File: src/rtl/dcnt_pkg.sv
package dcnt_pkg;

    localparam int unsigned BYTE_W = 8;

    typedef struct packed {
        logic enable;
        logic wd_mode;
        logic int_mode;
        logic irq_en;
    } dcnt_ctrl_t;

    typedef enum logic [2:0] {
        ACT_HOLD,
        ACT_LOAD_NEW,
        ACT_LOAD_SEED,
        ACT_DEC,
        ACT_EXP_STOP,
        ACT_EXP_WRAP
    } cnt_act_e;

    // Priority: host write, watchdog reload, then a tick-driven advance.
    function automatic cnt_act_e pick_action(
        input logic load_new,
        input logic load_seed,
        input logic advance,
        input logic wd,
        input logic at_zero,
        input logic at_one
    );
        if (load_new)  return ACT_LOAD_NEW;
        if (load_seed) return ACT_LOAD_SEED;
        if (!advance)  return ACT_HOLD;
        if (wd) begin
            if (at_zero) return ACT_HOLD;
            if (at_one)  return ACT_EXP_STOP;
            return ACT_DEC;
        end
        if (at_zero || at_one) return ACT_EXP_WRAP;
        return ACT_DEC;
    endfunction

endpackage

File: src/rtl/dcnt_seed_store.sv
module dcnt_seed_store #(
    parameter int unsigned NBYTES = 3,
    localparam int unsigned W  = NBYTES * dcnt_pkg::BYTE_W,
    localparam int unsigned IW = (NBYTES > 1) ? $clog2(NBYTES) : 1
) (
    input  logic          clk,
    input  logic          rst,
    input  logic          wr_i,
    input  logic [IW-1:0] idx_i,
    input  logic [7:0]    wdata_i,
    output logic [W-1:0]  seed_o,
    output logic [W-1:0]  seed_next_o,
    output logic [7:0]    rdata_o
);
    logic [NBYTES-1:0][7:0] seed_q;
    logic [NBYTES-1:0][7:0] seed_n;

    for (genvar b = 0; b < NBYTES; b++) begin : g_byte
        logic hit;
        assign hit = wr_i && (idx_i == IW'(b));
        assign seed_n[b] = hit ? wdata_i : seed_q[b];
        always_ff @(posedge clk) begin
            if (rst)      seed_q[b] <= '0;
            else if (hit) seed_q[b] <= wdata_i;
        end
    end

    assign seed_o      = seed_q;
    assign seed_next_o = seed_n;

    always_comb begin
        rdata_o = '0;
        for (int b = 0; b < NBYTES; b++) begin
            if (idx_i == IW'(b)) rdata_o = seed_q[b];
        end
    end
endmodule

File: src/rtl/dcnt_sync_edge.sv
module dcnt_sync_edge #(
    parameter int unsigned STAGES = 2
) (
    input  logic clk,
    input  logic rst,
    input  logic async_i,
    output logic rise_o
);
    logic [STAGES:0] sh_q;

    always_ff @(posedge clk) begin
        if (rst) sh_q <= '0;
        else     sh_q <= {sh_q[STAGES-1:0], async_i};
    end

    assign rise_o = sh_q[STAGES-1] & ~sh_q[STAGES];
endmodule

File: src/rtl/dcnt_pulse_gen.sv
module dcnt_pulse_gen #(
    parameter int unsigned TICKS = 1024,
    localparam int unsigned PW = (TICKS > 1) ? $clog2(TICKS) : 1
) (
    input  logic clk,
    input  logic rst,
    input  logic start_i,
    input  logic tick_i,
    output logic active_o,
    output logic done_o
);
    logic          act_q;
    logic [PW-1:0] cnt_q;
    logic          last;

    assign last   = (cnt_q == PW'(TICKS - 1));
    assign done_o = act_q && tick_i && last;

    always_ff @(posedge clk) begin
        if (rst) begin
            act_q <= 1'b0;
            cnt_q <= '0;
        end else if (start_i) begin
            act_q <= 1'b1;
            cnt_q <= '0;
        end else if (act_q && tick_i) begin
            if (last) act_q <= 1'b0;
            else      cnt_q <= cnt_q + PW'(1);
        end
    end

    assign active_o = act_q;
endmodule

File: src/rtl/dual_countdown.sv
module dual_countdown #(
    parameter int unsigned CNT_BYTES   = 3,
    parameter int unsigned PULSE_TICKS = 1024,
    localparam int unsigned CNT_W = CNT_BYTES * dcnt_pkg::BYTE_W,
    localparam int unsigned IDX_W = (CNT_BYTES > 1) ? $clog2(CNT_BYTES) : 1
) (
    input  logic             clk,
    input  logic             rst,
    input  logic             tick_slow_i,
    input  logic             tick_fast_i,
    input  logic             strobe_i,
    input  logic             cnt_en_i,
    input  logic             wd_mode_i,
    input  logic             int_mode_i,
    input  logic             irq_en_i,
    input  logic             acc_wr_i,
    input  logic             acc_rd_i,
    input  logic [IDX_W-1:0] acc_idx_i,
    input  logic [7:0]       acc_wdata_i,
    output logic [7:0]       acc_rdata_o,
    input  logic             flag_wr_i,
    input  logic             flag_wdata_i,
    output logic [CNT_W-1:0] count_o,
    output logic             af_o,
    output logic             irq_n_o
);
    import dcnt_pkg::*;

    dcnt_ctrl_t       ctrl;
    logic [CNT_W-1:0] seed_q;
    logic [CNT_W-1:0] seed_next;
    logic [CNT_W-1:0] cnt_q;
    logic             strobe_rise;
    logic             pulse_active;
    logic             pulse_done;
    logic             pulse_start;
    logic             running;
    logic             tick_sel;
    logic             expire;
    logic             af_q;
    cnt_act_e         act;

    assign ctrl = '{enable: cnt_en_i, wd_mode: wd_mode_i,
                    int_mode: int_mode_i, irq_en: irq_en_i};

    dcnt_seed_store #(.NBYTES(CNT_BYTES)) u_seed (
        .clk         (clk),
        .rst         (rst),
        .wr_i        (acc_wr_i),
        .idx_i       (acc_idx_i),
        .wdata_i     (acc_wdata_i),
        .seed_o      (seed_q),
        .seed_next_o (seed_next),
        .rdata_o     (acc_rdata_o)
    );

    dcnt_sync_edge #(.STAGES(2)) u_kick (
        .clk     (clk),
        .rst     (rst),
        .async_i (strobe_i),
        .rise_o  (strobe_rise)
    );

    dcnt_pulse_gen #(.TICKS(PULSE_TICKS)) u_pulse (
        .clk      (clk),
        .rst      (rst),
        .start_i  (pulse_start),
        .tick_i   (tick_fast_i),
        .active_o (pulse_active),
        .done_o   (pulse_done)
    );

    assign running  = ctrl.enable && (|seed_q);
    assign tick_sel = ctrl.wd_mode ? tick_fast_i : tick_slow_i;

    assign act = pick_action(
        acc_wr_i,
        running && ctrl.wd_mode && (acc_rd_i || strobe_rise),
        running && !pulse_active && tick_sel,
        ctrl.wd_mode,
        cnt_q == '0,
        cnt_q == CNT_W'(1)
    );

    assign expire      = (act == ACT_EXP_STOP) || (act == ACT_EXP_WRAP);
    assign pulse_start = (act == ACT_EXP_STOP) && ctrl.int_mode && ctrl.irq_en;

    always_ff @(posedge clk) begin
        if (rst) begin
            cnt_q <= '0;
        end else begin
            unique case (act)
                ACT_LOAD_NEW:  cnt_q <= seed_next;
                ACT_LOAD_SEED: cnt_q <= seed_q;
                ACT_DEC:       cnt_q <= cnt_q - CNT_W'(1);
                ACT_EXP_STOP:  cnt_q <= '0;
                ACT_EXP_WRAP:  cnt_q <= seed_q;
                default:       cnt_q <= cnt_q;
            endcase
        end
    end

    // Flag: set wins, then the pulse end, then a software clear outside a pulse.
    always_ff @(posedge clk) begin
        if (rst)                                           af_q <= 1'b0;
        else if (expire)                                   af_q <= 1'b1;
        else if (pulse_done)                               af_q <= 1'b0;
        else if (flag_wr_i && !flag_wdata_i && !pulse_active) af_q <= 1'b0;
    end

    assign count_o = cnt_q;
    assign af_o    = af_q;
    assign irq_n_o = ~(pulse_active ||
                       (ctrl.int_mode && ctrl.irq_en && !ctrl.wd_mode && af_q));
endmodule

File: config.mk
export PLATFORM = sky130hd
export DESIGN_NAME = dual_countdown
export DESIGN_NICKNAME = d
export VERILOG_FILES = /design/src/rtl/dcnt_pkg.sv /design/src/rtl/dcnt_seed_store.sv /design/src/rtl/dcnt_sync_edge.sv /design/src/rtl/dcnt_pulse_gen.sv /design/src/rtl/dual_countdown.sv
export SDC_FILE = /design/constraint.sdc
export NUM_CORES = 1
export LEC_CHECK = 0
export BUFFER_PORTS_ARGS = -buffer_cell sky130_fd_sc_hd__buf_2
export CAP_MARGIN = 0
export CORE_MARGIN = 2
export CORE_UTILIZATION = 50
export DETAILED_ROUTE_END_ITERATION = 6
export PLACE_DENSITY = 0.71
export SLEW_MARGIN = 20
export SYNTH_ARGS = -nofsm -noshare
export SYNTH_HDL_FRONTEND = slang
export SYNTH_HIERARCHICAL = 1
export SYNTH_SLANG_ARGS = --single-unit
File: constraint.sdc
create_clock -name clk -period 2.85 [get_ports clk]
set_input_delay 0.4275 -clock clk [delete_from_list [all_inputs] [get_ports clk]]
set_output_delay 0.4275 -clock clk [all_outputs]
set_load 0.01 [all_outputs]
==> impl_metrics.toml, run 1 <==
[timing]
clock_skew_ns = 0.0112
fin_tns_setup_ns = 0
finalCritPeriodShare_pct = 92.2
holdWs_ns = 0.307
fmax_mhz = 380
period_minus_slack_ns = 2.63
rsz0062_at_grt = "no"
setup_viol = 0
worstMarginPinSlew_ns = 0.793
drv_slew = 0
relSlewSlack_pct = 47.1
hold_violations = 0

[global_route]
overflow = 0
grt_pass1_vias = 3596
grt_pass1_wl_um = 18700
antenna_found_initial = 0
grt_start_max_net_pins = 46
grt.total_usage_pct = 27.3

[final_layout]
drive_above_1_share_pct = 26.7
fin_util_pct = 61.3
fin_nets = 528
area_delta_synth_final_pct = 18.5
diodes = 0
fin_cells = 608

[placement]
hpwl_um = 8210
dp.cells = 592
place_congestion = 0.911
io_buffers = 56

[die]
start_util_pct = 51.7
die_x_um = 93.4
die_h_um = 93.4
coreArea_mm2 = 0.00773
std_cell_rows = 32
die-area_mm2 = 0.00873
ios = 57

[synthesis]
syn_inst = 437
netlist-cell-type-count = 63
ys_seq_area_share_pct = 31.5
syn-cell-area_mm2 = 0.00400
yosysTopAreaCellShare_pct = 31.5
syn-num-nets = 464
synth_area_leaders = "dfxtp_1, mux2i_1, mux2_2, nand2b_1, a222oi_1"
synth_top_area_cell = "dfxtp_1"
ys_seq_elements = 63
synth_ff_type = "dfxtp_1"
synth_warnings = 6
synth_edf_count = 0
yosysMostFrequentCell = "dfxtp_1"
synth_common_cells = "dfxtp_1, nor2_1, nand2b_1, mux2i_1, mux2_2"
avgSynthCellArea_um2 = 9.15
async_flop_share_pct = 0

[clock_network]
cts_buffer_depth = 2
cts_tree = "built"
clock-root-buffer = "clkbuf_8"
cts_buffers = 9
cts.sinks = 63
htreeDepth = 3
cts.hold.buffers_added = 0
clk_pin_slew_worst_paths_ns = 0.07
clk_latency_ns = 0.35

[pwr]
powerDensity_mw_per_mm2 = 552
ir_drop_uv = 294
p_leak_nw = 1.98

[critical_path]
crit_path_end = "u_pulse/cnt_q[3]$_SDFFE_PP0P_"
path_cells = "or4_4, and4b_1, nand4b_1, or2_2, nor4_2, or2_2, o21bai_1, a31oi_1"
worst_path_largest_cell_delay_ns = 0.61
r2r_slack_ns = 0.22
reg2reg_depth = 8
critPathRequiredTime_ns = 3.08
endpoint_kind = "register"
slowest_stage = "or4_4"
cp_common_cell = "or2_2"
start_kind = "register"
r2r-start = "count_o[8]$_SDFFE_PP0P_"
startpoint = "count_o[8]$_SDFFE_PP0P_"
critPathArrivalTime_ns = 2.85
cp_max_fo = 10
crit_type = "register to register"
r2r_end = "u_pulse/cnt_q[3]$_SDFFE_PP0P_"

[detailed_routing]
routedWlPerCell_um = 18.6
vias_per_cell = 6.17
first_pass_iters = 7
routed_wl_um = 11300
num_vias = 3751
remaining_drc_errors = 0
ant_nets = 0
dr.first_iter.drc_count = 428

[run_status]
status = "finished, final reports clean"

[min_path]
hold_path_class = "input port to register"

[flow_run]
drv_cap = 0
[per-layer routing]
metal	wire length [µm]	vias to the layer above	global-route usage (%)
met5	0	-	0
met2	5120	154	43.5
met1	5140	1778	37.1
met3	855	25	6.12
met4	206	0	7.48
li1	-	1794	-
[per-stage QoR]
step	power [mW]	area [µm²]	setup slack, ns
4_1_cts	2.61	4720	0.131
3_3_place_gp	1.65	4480	0.178
5_1_grt	2.74	4740	0.0514
2_1_floorplan	1.44	4000	0.215
6_report	2.61	4740	0.221
3_5_place_dp	1.66	4480	0.0661
[worst min path at each step]
| stage | to | from | cells past startpoint |
|---|---|---|---|
| floorplan | u_kick/sh_q[1]$_SDFF_PP0_ | u_kick/sh_q[0]$_SDFF_PP0_ | 1 |
| global placement | u_kick/sh_q[1]$_SDFF_PP0_ | u_kick/sh_q[0]$_SDFF_PP0_ | 1 |
| detailed placement | u_kick/sh_q[1]$_SDFF_PP0_ | u_kick/sh_q[0]$_SDFF_PP0_ | 1 |
| CTS | u_kick/sh_q[0]$_SDFF_PP0_ | strobe_i | 2 |
| global route | u_kick/sh_q[0]$_SDFF_PP0_ | strobe_i | 2 |
| finish | u_kick/sh_q[0]$_SDFF_PP0_ | strobe_i | 2 |
[critical path: cells and delay by family (launching register included)]
family / cells / cell delay [ns]
and+or+nand+nor: 6 / 1.95
DFF: 1 / 0.37
AOI/OAI and AO/OA: 2 / 0.20
[cell type report]
class / count / area, µm²
sequential: 63 / 1260
clock inverter: 3 / 90.1
fill: 688 / 2990
multi-input combinational: 335 / 2570
clock buffer: 13 / 149
timing repair buffer: 80 / 498
tap: 102 / 128
inverter: 12 / 45.0
[placed cells by master, fill, tap and decap left out, types with 17 or more instances in the layout]
| master | Yosys | layout |
|---|---|---|
| mux2i_1 | 34 | 34 |
| a211oi_1 | 19 | 19 |
| nand2_1 | 17 | 17 |
| a222oi_1 | 19 | 19 |
| mux2_2 | 21 | 21 |
| nand2b_1 | 35 | 35 |
| dfxtp_1 | 63 | 63 |
| buf_2 | 8 | 56 |
| buf_4 | 0 | 21 |
| nor2_1 | 39 | 38 |
[cells by family (layout without fill, tap and decap cells)]
group,after synthesis,count (layout),synth area share (%)
DFF,63,63,31.5
xor gates and xnor gates,18,18,3.94
muxes,58,58,15.6
AOI/OAI and AO/OA,91,91,18.9
adders and majority gates,4,4,1.25
and+or+nand+nor,164,164,23.9
buffers and inverters,39,108,4.88
[sequential cells by signal, indices dropped and copies added, names as in the netlist]
name / count
af_o: 1
count_o: 24
u_kick/sh_q: 3
u_pulse/active_o: 1
u_pulse/cnt_q: 10
u_seed/seed_o: 24
[report_power, final]
| group | switching [mW] | total, mW | internal, mW |
|---|---|---|---|
| sequential | 0.0640 | 0.993 | 0.929 |
| combinational | 0.378 | 0.668 | 0.290 |
| clock | 0.347 | 0.953 | 0.607 |
| total | 0.788 | 2.61 | 1.83 |
[repair_timing]
action,CTS,global route
gates resized for setup,0,2
buffers inserted,0,0
endpoints found under the setup margin,0,2
Note: power is estimated with default switching activity, not from simulation.
==> run 2: changes to the inputs <==
--- a/config.mk
+++ b/config.mk
@@ -5,12 +5,12 @@
 export SDC_FILE = /design/constraint.sdc
 export NUM_CORES = 1
 export LEC_CHECK = 0
+export ABC_AREA = 1
 export BUFFER_PORTS_ARGS = -buffer_cell sky130_fd_sc_hd__buf_2
 export CAP_MARGIN = 0
-export CORE_MARGIN = 2
 export CORE_UTILIZATION = 50
 export DETAILED_ROUTE_END_ITERATION = 6
-export PLACE_DENSITY = 0.71
+export PLACE_DENSITY = 0.7
 export SLEW_MARGIN = 20
 export SYNTH_ARGS = -nofsm -noshare
 export SYNTH_HDL_FRONTEND = slang
==> impl_metrics.toml, run 2 <==
[synthesis]
synth_area_leaders = "dfxtp_1, nand2_1, nor2_1, inv_1, nand3_1"
syn-cell-area_mm2 = 0.00474
yosysTopAreaCellShare_pct = 26.6
avgSynthCellArea_um2 = 6.07
ys_seq_area_share_pct = 26.6
synth_edf_count = 0
synth_ff_type = "dfxtp_1"
syn-num-nets = 809
syn_inst = 782
async_flop_share_pct = 0
yosysMostFrequentCell = "nand2_1"
synth_warnings = 6
ys_seq_elements = 63
synth_common_cells = "nand2_1, nor2_1, inv_1, nand3_1, dfxtp_1"
netlist-cell-type-count = 38
synth_top_area_cell = "dfxtp_1"

[critical_path]
endpoint_kind = "register"
crit_type = "register to register"
start_kind = "register"
path_cells = "inv_1, ha_1, nor2_1, nor2_4, nand3_4, nor2_2, nor2_2, nor2_8, nand3_1, nor2_1, nor2_1, inv_1, a21oi_1"
worst_path_largest_cell_delay_ns = 0.41
critPathRequiredTime_ns = 3.14
slowest_stage = "nor2_1"
critPathArrivalTime_ns = 2.71
cp_common_cell = "nor2_1"
cp_max_fo = 7

[global_route]
gr-usage-met3_pct = 3.37
use_met1_pct = 39.7
busiest_layer = "met2"
grt.total_usage_pct = 28.1
gr-usage-met2_pct = 43.7
overflow = 0
antenna_found_initial = 0
grt_pass1_vias = 4462
grt_start_max_net_pins = 45
grt_pass1_wl_um = 21900

[final_layout]
fin_cells = 948
fin_nets = 859
multi_input_area_mm2 = 0.00281
seqCellArea_mm2 = 0.00126
area_delta_synth_final_pct = 10.7
most-common-layout-cells = "nand2_1, nor2_1, inv_1"
final_common_cell = "nand2_1"
fin_util_pct = 57.1
fill_cells = 955
diodes = 0
drive_above_1_share_pct = 17.4
design_area_mm2 = 0.00525

[die]
die_x_um = 99.4
coreArea_mm2 = 0.00920
ios = 57
start_util_pct = 51.6
die_h_um = 99.4
std_cell_rows = 35
die-area_mm2 = 0.00988

[clock_network]
cts.sinks = 63
cts_setup_buffers = 0
htreeDepth = 3
cts_buffers = 9
cts.hold.buffers_added = 0
clk_latency_ns = 0.35
clk_pin_slew_worst_paths_ns = 0.08
cts_tree = "built"
cts_buffer_depth = 2
clock-root-buffer = "clkbuf_8"
cts-resized-gates = 0

[detailed_routing]
first_pass_iters = 6
num_vias = 4963
ant_nets = 0
remaining_drc_errors = 0
routedWlPerCell_um = 14.0
dr.first_iter.drc_count = 279
vias_per_cell = 5.24
routed_wl_um = 13300

[min_path]
hold_path_class = "input port to register"

[timing]
worstMarginPinSlew_ns = 0.632
rsz0062_at_grt = "no"
finalCritPeriodShare_pct = 84.9
drv_slew = 0
clock_skew_ns = 0.0104
fin_tns_setup_ns = 0
relSlewSlack_pct = 57.8
holdWs_ns = 0.288
setup_slack_ns = 0.430
setup_viol = 0
period_minus_slack_ns = 2.42
hold_violations = 0
fmax_mhz = 413

[run_status]
status = "finished, final reports clean"

[placement]
placed_area_mm2 = 0.00503
io_buffers = 56
dp.cells = 932
post-place-ws_ns = 0.440
hpwl_um = 10100
place_congestion = 0.917

[pwr]
powerDensity_mw_per_mm2 = 512
ir_drop_uv = 217
p_leak_nw = 2.74
finalPower_mw = 2.69

[flow_run]
drv_cap = 0
run 2: cell count changes after synthesis, moves of 19 or more:
| cell | previous run | this run |
|---|---|---|
| nand2_1 | 17 | 178 |
| inv_1 | 12 | 128 |
| nor2_1 | 39 | 148 |
| nand3_1 | 4 | 77 |
| nand2b_1 | 35 | 0 |
| mux2i_1 | 34 | 0 |
| mux2_2 | 21 | 0 |
| nand4_1 | 4 | 24 |
| a211oi_1 | 19 | 0 |
| a222oi_1 | 19 | 0 |
| nor2_2 | 0 | 19 |
run 2: final cells by class:
class                   instances  share of cell area [%]
clock inverters                 7                    1.86
well taps                     111                    2.64
flip-flops and latches         63                    24.0
clock buffers                   9                    2.36
inverters                     139                    10.1
repair buffers                 58                    5.62
multi-input cells             561                    53.4
run 2: routing by layer:
layer	wire length (µm)	vias up
li1	-	2521
met1	6210	2238
met2	5920	179
met3	867	25
met4	295	0
met5	0	-
run 2: critical path, delay by kind of cell (launching register included):
kind            cells  cell delay [ns]
flops               1             0.39
simple gates        9             1.25
buf+inv             2             0.30
fa+ha+maj           1             0.27
compound gates      1             0.14
run 2: where the power goes:
part | switching [mW] | internal, mW
sequential | 0.0865 | 0.937
combinational | 0.515 | 0.255
clock | 0.403 | 0.494
run 2: cell families after synthesis:
group           Yosys count  synth area share [%]
compound gates           47                  5.30
simple gates            501                  51.1
buf+inv                 158                  14.3
fa+ha+maj                 4                  1.05
flops                    63                  26.6
xor+xnor                  9                  1.66
run 2: path summary, 6_finish.rpt:
kind	start	to	slack (ns)	depth (start not counted)
worst min register to register	u_kick/sh_q[0]$_SDFF_PP0_	u_kick/sh_q[1]$_SDFF_PP0_	0.41	2
worst min-delay path	strobe_i	u_kick/sh_q[0]$_SDFF_PP0_	0.29	3
worst max register to register	count_o[0]$_SDFFE_PP0P_	u_pulse/cnt_q[4]$_SDFFE_PP0P_	0.43	13
worst max-delay path	count_o[0]$_SDFFE_PP0P_	u_pulse/cnt_q[4]$_SDFFE_PP0P_	0.43	13
==> run 3: changes to the inputs <==
--- a/config.mk
+++ b/config.mk
@@ -10,7 +10,7 @@
 export CAP_MARGIN = 0
 export CORE_UTILIZATION = 50
 export DETAILED_ROUTE_END_ITERATION = 6
-export PLACE_DENSITY = 0.7
+export PLACE_DENSITY = 0.73
 export SLEW_MARGIN = 20
 export SYNTH_ARGS = -nofsm -noshare
 export SYNTH_HDL_FRONTEND = slang
==> constraint.sdc (replaced) <==
create_clock -name clk -period 2 [get_ports clk]
set_input_delay 0.3 -clock clk [delete_from_list [all_inputs] [get_ports clk]]
set_output_delay 0.3 -clock clk [all_outputs]
set_load 0.01 [all_outputs]
==> impl_metrics.toml, run 3 (synthesis results as in run 2) <==
[pwr]
ir_drop_uv = 287
p_leak_nw = 3.33
powerDensity_mw_per_mm2 = 672

[die]
die-area_mm2 = 0.00988
coreArea_mm2 = 0.00920
start_util_pct = 51.6
die_h_um = 99.4
die_x_um = 99.4
ios = 57
std_cell_rows = 35

[final_layout]
design_area_mm2 = 0.00638
fin_nets = 956
most-common-layout-cells = "nand2_1, nor2_1, inv_1"
final_common_cell = "nand2_1"
area_delta_synth_final_pct = 34.5
fill_cells = 778
seqCellArea_mm2 = 0.00127
drive_above_1_share_pct = 32.5
diodes = 0
fin_util_pct = 69.4
multi_input_area_mm2 = 0.00313

[timing]
fmax_mhz = 471
relSlewSlack_pct = 48.6
drv_slew = 0
hold_violations = 0
worstMarginPinSlew_ns = 0.770
clock_skew_ns = 0.00810
setup_slack_ns = -0.123
rsz0062_at_grt = "yes"
period_minus_slack_ns = 2.12
finalCritPeriodShare_pct = 106
setup_viol = 23

[global_route]
grt_pass1_vias = 5154
grt.total_usage_pct = 31.6
grt_pass1_wl_um = 24400
antenna_found_initial = 0
grt_start_max_net_pins = 33
overflow = 0

[run_status]
status = "finished, violations left"
violations = "design-rule violations, negative setup slack"

[detailed_routing]
num_vias = 5647
dr.first_iter.drc_count = 524
routed_wl_um = 15900
routedWlPerCell_um = 15.2
remaining_drc_errors = 2
vias_per_cell = 5.40
first_pass_iters = 7
ant_nets = 0

[clock_network]
cts_buffer_depth = 2
clk_pin_slew_worst_paths_ns = 0.08
cts.hold.buffers_added = 0
clk_latency_ns = 0.37
cts.sinks = 63
clock-root-buffer = "clkbuf_8"
cts_buffers = 9
htreeDepth = 3
cts_tree = "built"

[critical_path]
cp_max_fo = 6
r2r_slack_ns = -0.12
r2r-start = "count_o[11]$_SDFFE_PP0P_"
r2r_end = "count_o[4]$_SDFFE_PP0P_"
reg2reg_depth = 13
critPathRequiredTime_ns = 2.26
start_kind = "register"
endpoint_kind = "register"
crit_type = "register to register"
critPathArrivalTime_ns = 2.38

[placement]
place_congestion = 0.991
io_buffers = 56
hpwl_um = 11100
placed_area_mm2 = 0.00567

[flow_run]
drv_cap = 0

[min_path]
min-delay-start = "strobe_i"
hold_depth = 3
hold_path_class = "input port to register"
min_to = "u_kick/sh_q[0]$_SDFF_PP0_"
run 3: changes by cell type in the layout (fill, tap and decap cells not counted), moves of 13 or more:
cell	change
nor2_1	-24
nor2_4	+13
nand3_2	+13
buf_4	+84
run 3: metal layers:
metal | GRT usage, % | vias to the layer above | share of wire (%)
li1 | - | 2734 | -
met1 | 42.0 | 2512 | 40
met2 | 48.3 | 328 | 45
met3 | 5.69 | 73 | 10
met4 | 18.1 | 0 | 5.2
met5 | 0 | - | 0
run 3: area by class of cell:
type,count,share of cell area [%]
tap,111,2.18
timing repair buffer,151,17.1
inverter,139,8.45
clock inverter,7,1.26
multi-input combinational,565,49.1
clock buffer,9,1.94
sequential,63,19.9
run 3: worst max-delay path by stage:
stage	start	cells past startpoint	to
floorplan	count_o[0]$_SDFFE_PP0P_	17	count_o[0]$_SDFFE_PP0P_
global placement	count_o[0]$_SDFFE_PP0P_	13	count_o[8]$_SDFFE_PP0P_
detailed placement	count_o[0]$_SDFFE_PP0P_	13	count_o[8]$_SDFFE_PP0P_
CTS	count_o[22]$_SDFFE_PP0P_	13	count_o[9]$_SDFFE_PP0P_
global route	count_o[22]$_SDFFE_PP0P_	14	count_o[4]$_SDFFE_PP0P_
finish	count_o[11]$_SDFFE_PP0P_	13	count_o[4]$_SDFFE_PP0P_
run 3: where the power goes:
group / switching, mW / leakage [nW] / internal [mW]
registers: 0.0642 / 0.519 / 1.34
logic: 1.01 / 2.72 / 0.691
clock network: 0.592 / 0.0968 / 0.590
total: 1.67 / 3.33 / 2.62
run 3: metrics by stage:
stage	cells	hold WS [ns]	setup slack (ns)	total power, mW	TNS [ns]
2_1_floorplan	782	0.369	0.0123	2.29	0
4_1_cts	1038	0.149	-0.0191	4.15	-0.0396
5_1_grt	1045	0.172	-0.202	4.49	-3.12
3_5_place_dp	1012	0.393	-0.198	2.83	-2.96
3_3_place_gp	1012	0.389	-0.0689	2.81	-0.513
6_report	1045	0.153	-0.123	4.29	-1.04
run 3: worst max-delay path, stage by stage (launching register included):
cell and delay, ns:
dfxtp_2 0.34, nor2_4 0.13, nand2_2 0.08, nor2_4 0.24
nand3_4 0.15, nor2_4 0.15, nor2_4 0.06, nor2_8 0.15
nand3_4 0.19, buf_12 0.20, o21ai_2 0.12, inv_1 0.05
nand2_1 0.09, inv_1 0.06
run 3: repair_timing:
action / in CTS / in global routing
buffers inserted: 7 / 4
cloned: 3 / 3
endpoints found under the setup margin: 34 / 35
pin swaps: 9 / 18
resized for setup: 46 / 54
